File: src/rtl/mbm_pkg.sv
package mbm_pkg;
  typedef enum logic [2:0] {
    S_IDLE, S_STBY, S_GAP, S_HDR, S_DATA, S_MAK, S_SAK
  } state_t;

  typedef enum logic [1:0] {
    DRV_REL, DRV_HI, DRV_LO, DRV_MAN
  } drv_t;

  localparam logic [7:0] SYNC_BYTE = 8'h55;
endpackage

File: src/rtl/mbm_phase.sv
module mbm_phase #(
  parameter int BW = 16
) (
  input  logic          clk,
  input  logic          rst,
  input  logic          run,
  input  logic [BW-1:0] period,
  output logic [BW-1:0] phase,
  output logic          bit_end,
  output logic          first_half,
  output logic          mid,
  output logic          in_win
);
  logic [BW-1:0] half, quarter;

  assign half       = period >> 1;
  assign quarter    = period >> 2;
  assign bit_end    = run && (phase == period - 1'b1);
  assign first_half = phase < half;
  assign mid        = run && (phase == half);
  assign in_win     = (phase >= half - quarter) && (phase <= half + quarter);

  always_ff @(posedge clk) begin
    if (rst || !run)  phase <= '0;
    else if (bit_end) phase <= '0;
    else              phase <= phase + 1'b1;
  end

  // the phase never leaves the captured period
  a_r10_phase_bound: assert property (@(posedge clk) disable iff (rst)
    run |-> (phase < period));
endmodule

File: src/rtl/mbm_drive.sv
module mbm_drive
  import mbm_pkg::*;
(
  input  logic clk,
  input  logic rst,
  input  drv_t mode,
  input  logic bit_val,
  input  logic first_half,
  input  logic mid,
  output logic line_out,
  output logic line_oe
);
  always_ff @(posedge clk) begin
    if (rst) begin
      line_out <= 1'b1;
      line_oe  <= 1'b0;
    end else begin
      unique case (mode)
        DRV_REL: begin line_oe <= 1'b0; line_out <= 1'b1; end
        DRV_HI:  begin line_oe <= 1'b1; line_out <= 1'b1; end
        DRV_LO:  begin line_oe <= 1'b1; line_out <= 1'b0; end
        DRV_MAN: begin line_oe <= 1'b1; line_out <= first_half ? ~bit_val : bit_val; end
      endcase
    end
  end

  // every coded bit toggles the wire at its middle
  a_r1_mid_edge: assert property (@(posedge clk) disable iff (rst)
    (mode == DRV_MAN && mid) |=> (line_out != $past(line_out)));
endmodule

File: src/rtl/mbm_sak.sv
module mbm_sak (
  input  logic clk,
  input  logic rst,
  input  logic line_in,
  input  logic slot,
  input  logic in_win,
  output logic seen
);
  logic s1, s2;

  always_ff @(posedge clk) begin
    if (rst) begin
      s1   <= 1'b1;
      s2   <= 1'b1;
      seen <= 1'b0;
    end else begin
      s1 <= line_in;
      s2 <= s1;
      if (!slot)                    seen <= 1'b0;
      else if (in_win && s1 && !s2) seen <= 1'b1;
    end
  end

  // a reply is only taken inside the mid-bit window
  a_r7_window_only: assert property (@(posedge clk) disable iff (rst)
    $rose(seen) |-> $past(in_win));
endmodule

File: src/rtl/mbm_master.sv
module mbm_master
  import mbm_pkg::*;
#(
  parameter int BW       = 16,
  parameter int STBY_CYC = 150000,
  parameter int SS_CYC   = 2500,
  parameter int HDR_CYC  = 1250
) (
  input  logic          clk,
  input  logic          rst,
  input  logic          start,
  input  logic          standby_req,
  input  logic          addr_wide,
  input  logic [BW-1:0] bit_cycles,
  input  logic [7:0]    tx_data,
  input  logic          tx_last,
  input  logic          tx_valid,
  output logic          tx_ready,
  input  logic          line_in,
  output logic          line_out,
  output logic          line_oe,
  output logic          ack_stb,
  output logic          ack_ok,
  output logic          done,
  output logic          error
);
  localparam int TMAX = (STBY_CYC > SS_CYC) ?
                        ((STBY_CYC > HDR_CYC) ? STBY_CYC : HDR_CYC) :
                        ((SS_CYC > HDR_CYC) ? SS_CYC : HDR_CYC);
  localparam int TW = $clog2(TMAX + 1);
  localparam logic [TW-1:0] STBY_LAST = TW'(STBY_CYC - 1);
  localparam logic [TW-1:0] SS_LAST   = TW'(SS_CYC - 1);
  localparam logic [TW-1:0] HDR_LAST  = TW'(HDR_CYC - 1);

  state_t        state;
  logic [TW-1:0] tcnt;
  logic [BW-1:0] period_q, phase;
  logic [7:0]    sh, nxt_q;
  logic [2:0]    bidx;
  logic [1:0]    byte_idx;
  logic          wide_q, mak_q, nxt_last, have_next, need_stby;
  logic          run, bit_end, first_half, mid, in_win, sak_seen, checked;
  drv_t          mode;
  logic          drv_bit;

  assign run      = (state == S_DATA) || (state == S_MAK) || (state == S_SAK);
  assign checked  = (byte_idx != 2'd0) && !(wide_q && byte_idx == 2'd1);
  assign tx_ready = (state == S_SAK) && mak_q && !have_next && !bit_end;

  mbm_phase #(.BW(BW)) u_phase (
    .clk(clk), .rst(rst), .run(run), .period(period_q), .phase(phase),
    .bit_end(bit_end), .first_half(first_half), .mid(mid), .in_win(in_win)
  );

  mbm_sak u_sak (
    .clk(clk), .rst(rst), .line_in(line_in), .slot(state == S_SAK),
    .in_win(in_win), .seen(sak_seen)
  );

  always_comb begin
    mode    = DRV_REL;
    drv_bit = 1'b1;
    unique case (state)
      S_STBY:  mode = DRV_HI;
      S_HDR:   mode = DRV_LO;
      S_DATA:  begin mode = DRV_MAN; drv_bit = sh[7]; end
      S_MAK:   begin mode = DRV_MAN; drv_bit = mak_q; end
      default: mode = DRV_REL;
    endcase
  end

  mbm_drive u_drive (
    .clk(clk), .rst(rst), .mode(mode), .bit_val(drv_bit),
    .first_half(first_half), .mid(mid), .line_out(line_out), .line_oe(line_oe)
  );

  always_ff @(posedge clk) begin
    if (rst) begin
      state     <= S_IDLE;
      tcnt      <= '0;
      period_q  <= '0;
      sh        <= '0;
      nxt_q     <= '0;
      nxt_last  <= 1'b0;
      bidx      <= '0;
      byte_idx  <= '0;
      wide_q    <= 1'b0;
      mak_q     <= 1'b0;
      have_next <= 1'b0;
      need_stby <= 1'b1;
      ack_stb   <= 1'b0;
      ack_ok    <= 1'b0;
      done      <= 1'b0;
      error     <= 1'b0;
    end else begin
      done    <= 1'b0;
      ack_stb <= 1'b0;
      if (tx_valid && tx_ready) begin
        nxt_q     <= tx_data;
        nxt_last  <= tx_last;
        have_next <= 1'b1;
      end
      unique case (state)
        S_IDLE: if (start) begin
          period_q  <= bit_cycles;
          wide_q    <= addr_wide;
          tcnt      <= '0;
          have_next <= 1'b0;
          error     <= 1'b0;
          if (standby_req || need_stby) begin
            state     <= S_STBY;
            need_stby <= 1'b0;
          end else begin
            state <= S_GAP;
          end
        end
        S_STBY: if (tcnt == STBY_LAST) begin tcnt <= '0; state <= S_HDR; end
                else tcnt <= tcnt + 1'b1;
        S_GAP:  if (tcnt == SS_LAST) begin tcnt <= '0; state <= S_HDR; end
                else tcnt <= tcnt + 1'b1;
        S_HDR:  if (tcnt == HDR_LAST) begin
          tcnt     <= '0;
          sh       <= SYNC_BYTE;
          bidx     <= '0;
          byte_idx <= '0;
          mak_q    <= 1'b1;
          state    <= S_DATA;
        end else tcnt <= tcnt + 1'b1;
        S_DATA: if (bit_end) begin
          if (bidx == 3'd7) state <= S_MAK;
          else begin
            sh   <= {sh[6:0], 1'b0};
            bidx <= bidx + 1'b1;
          end
        end
        S_MAK: if (bit_end) state <= S_SAK;
        S_SAK: if (bit_end) begin
          if (checked) begin
            ack_stb <= 1'b1;
            ack_ok  <= sak_seen;
          end
          if ((checked && !sak_seen) || (mak_q && !have_next)) begin
            done      <= 1'b1;
            error     <= 1'b1;
            need_stby <= 1'b1;
            state     <= S_IDLE;
          end else if (!mak_q) begin
            done  <= 1'b1;
            state <= S_IDLE;
          end else begin
            sh        <= nxt_q;
            mak_q     <= ~nxt_last;
            have_next <= 1'b0;
            bidx      <= '0;
            byte_idx  <= (byte_idx == 2'd2) ? 2'd2 : byte_idx + 2'd1;
            state     <= S_DATA;
          end
        end
        default: state <= S_IDLE;
      endcase
    end
  end

  // the second acknowledge bit leaves the wire to the slave
  a_r3_release_slot: assert property (@(posedge clk) disable iff (rst)
    (state == S_SAK) |=> !line_oe);
  // standby drives the wire high
  a_r4_stby_high: assert property (@(posedge clk) disable iff (rst)
    (state == S_STBY) |=> (line_oe && line_out));
  // header pulse drives the wire low
  a_r5_hdr_low: assert property (@(posedge clk) disable iff (rst)
    (state == S_HDR) |=> (line_oe && !line_out));
  // a missing reply ends the command with an error
  a_r7_fail_ends: assert property (@(posedge clk) disable iff (rst)
    (ack_stb && !ack_ok) |-> (done && error));
  // the captured period holds for the whole command
  a_r10_period_hold: assert property (@(posedge clk) disable iff (rst)
    (state != S_IDLE && $past(state) != S_IDLE) |-> $stable(period_q));
endmodule

File: config.mk
export PLATFORM = sky130hd
export DESIGN_NAME = mbm_master
export DESIGN_NICKNAME = d
export VERILOG_FILES = /design/src/rtl/mbm_pkg.sv /design/src/rtl/mbm_phase.sv /design/src/rtl/mbm_drive.sv /design/src/rtl/mbm_sak.sv /design/src/rtl/mbm_master.sv
export SDC_FILE = /design/constraint.sdc
export NUM_CORES = 1
export LEC_CHECK = 0
export ABC_AREA = 1
export BUFFER_PORTS_ARGS = -buffer_cell sky130_fd_sc_hd__buf_4
export CAP_MARGIN = 10
export CORE_MARGIN = 4
export CORE_UTILIZATION = 40
export CTS_CLUSTER_SIZE = 24
export DETAILED_ROUTE_END_ITERATION = 16
export GPL_TIMING_DRIVEN = 0
export HOLD_SLACK_MARGIN = 0.12
export PLACE_DENSITY = 0.58
export REMOVE_ABC_BUFFERS = 1
export SLEW_MARGIN = 10
export SYNTH_ARGS = -nofsm -noshare
export SYNTH_HDL_FRONTEND = slang
export SYNTH_SLANG_ARGS = --single-unit
File: constraint.sdc
create_clock -name clk -period 3.85 [get_ports clk]
set_clock_uncertainty 0.2 [all_clocks]
set_input_delay 0.385 -clock clk [delete_from_list [all_inputs] [get_ports clk]]
set_output_delay 0.385 -clock clk [all_outputs]
set_load 0.05 [all_outputs]
Word-level counts from Yosys, hierarchy flattened
Index checks and enable logic that the tools add are counted.
{"block": "word_totals", "ff_bits": 88, "input_bits": 32, "word_cells": 173}
{"block": "op_classes", "addsub": 7, "n_lt_le_gt_ge": 3, "n_eq_ne": 29, "mux": 63, "n_bitwise": 4, "n_reduce_logical": 45}
{"operator": "18-bit 2-to-1 mux", "count": 4}
{"operator": "18-bit one-hot mux with 4 select lines", "count": 1}
{"operator": "3-bit 2-to-1 mux", "count": 16}
{"operator": "8-bit 2-to-1 mux", "count": 6}
{"operator": "2-bit inequality test, second input constant", "count": 12}
{"operator": "8-bit one-hot mux with 3 select lines", "count": 1}
{"operator": "3-bit one-hot mux with 7 select lines", "count": 1}
{"operator": "18-bit by 1-bit adder with 18-bit output, second input constant", "count": 1}
{"operator": "18-bit by 11-bit equality test with 1-bit output, second input constant", "count": 1}
{"operator": "18-bit by 12-bit equality test with 1-bit output, second input constant", "count": 1}
{"operator": "18-bit equality test, second input constant", "count": 1}
{"operator": "1-bit 2-to-1 mux", "count": 18}
{"operator": "15-bit by 14-bit adder with 16-bit output", "count": 1}
{"operator": "16-bit by 1-bit adder with 16-bit output, second input constant", "count": 1}
{"operator": "16-bit equality test", "count": 1}
{"operator": "16-bit greater-or-equal comparator", "count": 1}
{"operator": "16-bit less-or-equal comparator", "count": 1}
{"operator": "16-bit by 15-bit < comparator with 1-bit output", "count": 1}
{"operator": "15-bit by 14-bit subtractor with 16-bit output", "count": 1}
{"operator": "16-bit by 1-bit subtractor with 16-bit output, second input constant", "count": 1}
{"operator": "3-bit equality test, second input constant", "count": 4}
{"operator": "1-bit logical AND", "count": 12}
{"operator": "2-bit 2-to-1 mux", "count": 6}
{"operator": "1-bit one-hot mux with 2 select lines", "count": 6}
{"operator": "27 further kinds", "count": 52}

Logic depth before layout (Yosys ltp)
{"block": "depth", "depth_word": 12, "mapped_depth": 23}

By module
A second synthesis with hierarchy kept.
{"block": "unflattened", "hier_cells": 1115, "area_unflattened_um2": 7424.6}
{"module": "mbm_phase", "n_inst": 1, "cells_per_inst": 602, "area_per_inst_um2": 3928.8}
{"module": "mbm_master", "n_inst": 1, "cells_per_inst": 490, "area_per_inst_um2": 3319.4}
{"module": "mbm_sak", "n_inst": 1, "cells_per_inst": 11, "area_per_inst_um2": 97.6}
{"module": "mbm_drive", "n_inst": 1, "cells_per_inst": 12, "area_per_inst_um2": 78.8}

Least setup slack after synthesis
OpenSTA, ideal clock, no wires.
{"block": "synth_timing", "kind": "reg-to-reg", "startpoint": "reg period_q[3]", "endpoint": "reg u_sak.seen", "t_arrival_ps": 3085, "path_slack_ps": 495, "stages_incl_launch_ff": 23, "period_less_slack_ps": 3355, "path_cell_list": "dfxtp_1 -> inv_1 -> ha_1 -> clkbuf_2 -> inv_1 -> nand2_1 -> nand2_1 -> a31oi_1 -> o21ai_0 -> nand2_1 -> nand2_1 -> a21boi_0 -> inv_1 -> nand2_1 -> nand2_1 -> xor2_1 -> ha_1 -> nand3_1 -> nor3_1 -> nand3_1 -> nand3_1 -> nand3_1 -> a21oi_1"}
{"block": "synth_between", "elab_chain_len": 5, "word_cells_on_any_way": 7, "cone_classes": "add/sub: 2; order compare: 2; reduce/logical: 3"}
{"element": "from (decl)", "line_no": "mbm_master.sv:37", "source": "logic [BW-1:0] period_q, phase;"}
{"element": "from (signal assigned)", "line_no": "mbm_master.sv:105", "source": "period_q <= bit_cycles;"}
{"element": "15-bit by 14-bit subtractor with 16-bit output or 15-bit by 14-bit adder with 16-bit output (tied branches)", "line_no": "mbm_phase.sv:21", "source": "assign in_win = (phase >= half - quarter) && (phase <= half + quarter);"}
{"element": "16-bit greater-or-equal comparator or 16-bit less-or-equal comparator (tied branches)", "line_no": "mbm_phase.sv:21"}
{"element": "1-bit logical AND *", "line_no": "mbm_phase.sv:21"}
{"element": "1-bit logical AND * (2 in a row)", "line_no": "mbm_sak.sv:20", "source": "else if (in_win && s1 && !s2) seen <= 1'b1;"}
{"element": "to (signal assigned)", "line_no": "mbm_sak.sv:15", "source": "seen <= 1'b0;"}
{"element": "to (signal assigned)", "line_no": "mbm_sak.sv:19", "source": "if (!slot) seen <= 1'b0;"}
{"element": "to (signal assigned)", "line_no": "mbm_sak.sv:20"}
{"element": "to (decl)", "line_no": "mbm_sak.sv:7", "source": "output logic seen"}
Mark *: on every way between the ends. The rest lies on a longest branch, timed or not.
A chain may end at the register's enable or synchronous reset.

Worst setup path after layout
{"block": "layout_timing", "startpoint": "reg period_q[4]", "endpoint": "reg u_sak.seen"}
The elaborated chain is that of the path after synthesis.

==> results.ini <==
[route]
vias_per_cell = 5.023
wl_per_cell_um = 13.53
ant_nets = 0
drt_iter0_drc = 327
num_vias = 7047
remaining_drc_errors = 0
drt_pass1_iterations = 4
finalWirelength_um = 18980

[clock_tree]
cts_tree = done
root_buffer = clkbuf_16
path_clk_slew_ns = 0.07
clock-sinks = 88
cts_buffers = 9
htree_levels = 3
clockBufferDepth = 2
insertion_delay_ns = 0.35

[global_routing]
grt_usage_pct = 18.83
grt-ovfl-total = 0
grt_pass1_vias = 6591
antenna_found_initial = 0
grt_max_degree = 36
grt_pass1_wl_um = 31640

[setup_path]
slowest_delay_ns = 0.40
critPathArrivalTime_ns = 3.68
critPathLaunchType = flip-flop
cp.required_ns = 3.88
critPathSlowestCell = dfxtp_4
crit_chain = clkinvlp_4 -> ha_4 -> inv_1 -> nor3_2 -> a21oi_4 -> o21ai_2 -> a31oi_2 -> o21ai_2 -> buf_4 -> xor2_1 -> ha_1 -> nand3_1 -> nor3_2 -> o21ai_1 -> o2111ai_1 -> nand2_1 -> nand3_1 -> a21oi_1
crit_fanout = 6
critical_path.endpoint_type = flip-flop
r2r_cells = 18
path_class = flip-flop to flip-flop

[timing]
fmax_mhz = 273.9
timing.hold.ws_ns = 0.1318
hold_viol = 0
relSlewSlack_pct = 41.59
worstMarginPinSlew_ns = 0.8729
fin_crit_sh_pct = 94.82
rsz0062_at_grt = false
finalMaxSlewViolations = 0
finalCriticalPeriod_ns = 3.651
setup_viol = 0

[placement]
place_congestion = 0.8555
portBuffers = 38
dp.cells = 1353
hpwl_um = 14420
place_area_um2 = 7838

[final_layout]
finalNonFillerCells = 1403
seq_area_um2 = 1778
diodes = 0
multiInputGateArea_um2 = 5062
fin_nets = 1303
layout-drive-gt1-share_pct = 11.07
fin_area_um2 = 8692
fillCellCount = 1894
area_delta_synth_final_pct = 18.03

[synth]
avgSynthCellArea_um2 = 6.623
synth.distinct_cells = 40
ys_seq_elements = 88
syn-cell-area_um2 = 7365
netlist_instances = 1112
seq_area_frac_synth_pct = 23.92
yosysWarnings = 0

[floorplanning]
start_util_pct = 40.86
pin_count = 39
die_area_um2 = 20650
dieWidth_um = 143.7
fp.dieH_um = 143.7
core-area_um2 = 18020
rows = 49

[power]
vdd_drop_max_mv = 0.3820
power_leakage_nw = 4.000
power_density_nw_per_um2 = 663.5

[hold_path]
min_path_cells = 3
hold_class = primary input to flip-flop

[flow_run]
maxCapViolCount = 0

[status]
outcome = complete, no violations

## final cells by class
class | count | area share [%]
multi-input combinational | 836 | 58.24
sequential | 88 | 20.45
timing repair buffer | 73 | 7.111
inverter | 161 | 7.082
tap | 229 | 3.296
clock buffer | 11 | 2.908
clock inverter | 5 | 0.9069
## critical path: cells and delay by family, from the launching register on
kind                     cells  cell delay [ns]
AO/OA/AOI/OAI                7             0.94
XOR/XNOR                     1             0.06
adder cells (fa/ha/maj)      2             0.65
buffers and inverters        3             0.41
AND/OR/NAND/NOR              5             0.87
flip-flops                   1             0.40
## logic make-up after synthesis
family | count (synthesis) | synth area share [%]
adders and majority gates | 102 | 17.53
and+or+nand+nor | 478 | 28.22
DFF | 88 | 23.92
AOI/OAI and AO/OA | 218 | 15.89
buffers and inverters | 188 | 9.922
xor gates and xnor gates | 38 | 4.519
## synth_stat cells, drive strengths merged
library cell  instances  area, µm²
nor3                 20      100.1
o21ai                77      385.4
fa                    2      40.04
o31ai                 5      37.54
nand4                18      112.6
xor2                 34      297.8
a211oi                4      30.03
clkbuf               18      70.07
o221ai                2      17.52
a21oi               107      535.5
ha                  100       1251
o22ai                 5      31.28
buf                   9      56.30
o21bai                3      22.52
a21boi                3      22.52
a21o                  1      7.510
a31oi                 3      18.77
or2                   5      31.28
nand2               243      947.2
o211ai                4      30.03
nor3b                 4      30.03
o2111ai               1      8.760
inv                 161      604.3
nand3                69      355.3
dfxtp                88       1762
nor2                114      466.7
nor4                  2      12.51
nand3b                3      22.52
o21a                  3      22.52
xnor2                 4      35.03
## through the flow
| stage | TNS (ns) | power, W | setup slack, ns | utilization (%) |
|---|---|---|---|---|
| after global routing | 0 | 0.006389 | 0.003645 | 48.22 |
| after CTS | 0 | 0.005616 | 0.003450 | 47.02 |
| after floorplan | 0 | 0.003707 | 0.5231 | - |
| final | 0 | 0.005768 | 0.1993 | 48.22 |
| after global placement | -0.6014 | 0.004428 | -0.6014 | 43.33 |
| after detailed placement | -0.6588 | 0.004449 | -0.6588 | 43.48 |
## placed cells by master, fill, tap and decap left out, types with 4 or more instances in the layout
cell,synthesis,final
a211oi_1,4,4
xor2_1,34,34
nand2_1,237,236
nand4_1,18,18
or2_2,5,5
inv_1,160,153
nor3b_1,4,4
clkbuf_16,0,9
o22ai_1,5,5
dfxtp_2,0,4
o21ai_0,77,72
nand3_2,2,4
nor2_2,6,6
nand2_4,4,4
xnor2_1,4,4
buf_4,0,52
dlygate4sd3_1,0,20
ha_1,100,92
ha_4,0,7
dfxtp_1,88,81
nor3_1,20,16
o31ai_1,5,5
nand3_1,67,65
a21oi_1,107,104
o211ai_1,4,4
inv_2,1,5
nor2_1,106,106
## final timing paths
path | startpoint | to | slack [ns]
max | period_q[4] | u_sak.seen | 0.20
max reg2reg | period_q[4] | u_sak.seen | 0.20
min reg2reg | nxt_q[4] | nxt_q[4] | 0.25
min | bit_cycles[7] | period_q[7] | 0.13
## per-layer routing
layer  track usage, %  wire (µm)  vias to the layer above
met5                0          0                        -
met4            5.451        364                        0
li1                 -          -                     3750
met2            30.89       8587                      103
met1            25.68       9428                     3172
met3            2.928        601                       22
## timing repair
action,in CTS,in global routing
resized for setup,27,28
hold buffers,20,0
setup endpoints to repair,1,1
setup buffers,1,13
hold endpoints to repair,20,0
pin swaps,1,8
## state kept, by name, indices dropped and copies added (netlist names)
signal and flops:
u_sak.seen 1, state 3, ack_stb 1, wide_q 1, mak_q 1, bidx 3, sh 8, u_drive.line_oe 1
nxt_q 8, u_drive.line_out 1, u_phase.phase 16, tcnt 18, nxt_last 1, done 1, have_next 1, ack_ok 1
period_q 16, need_stby 1, u_sak.s1 1, error 1, u_sak.s2 1, byte_idx 2
## power breakdown
part           switching, W  internal [W]  leakage, nW  total (W)
clock              0.000377      0.000603        0.165   0.000980
combinational       0.00221       0.00134         3.12    0.00355
sequential         0.000166       0.00107        0.719    0.00124
total               0.00275       0.00302         4.00    0.00577
No activity file was read; power rests on OpenSTA's default activity.
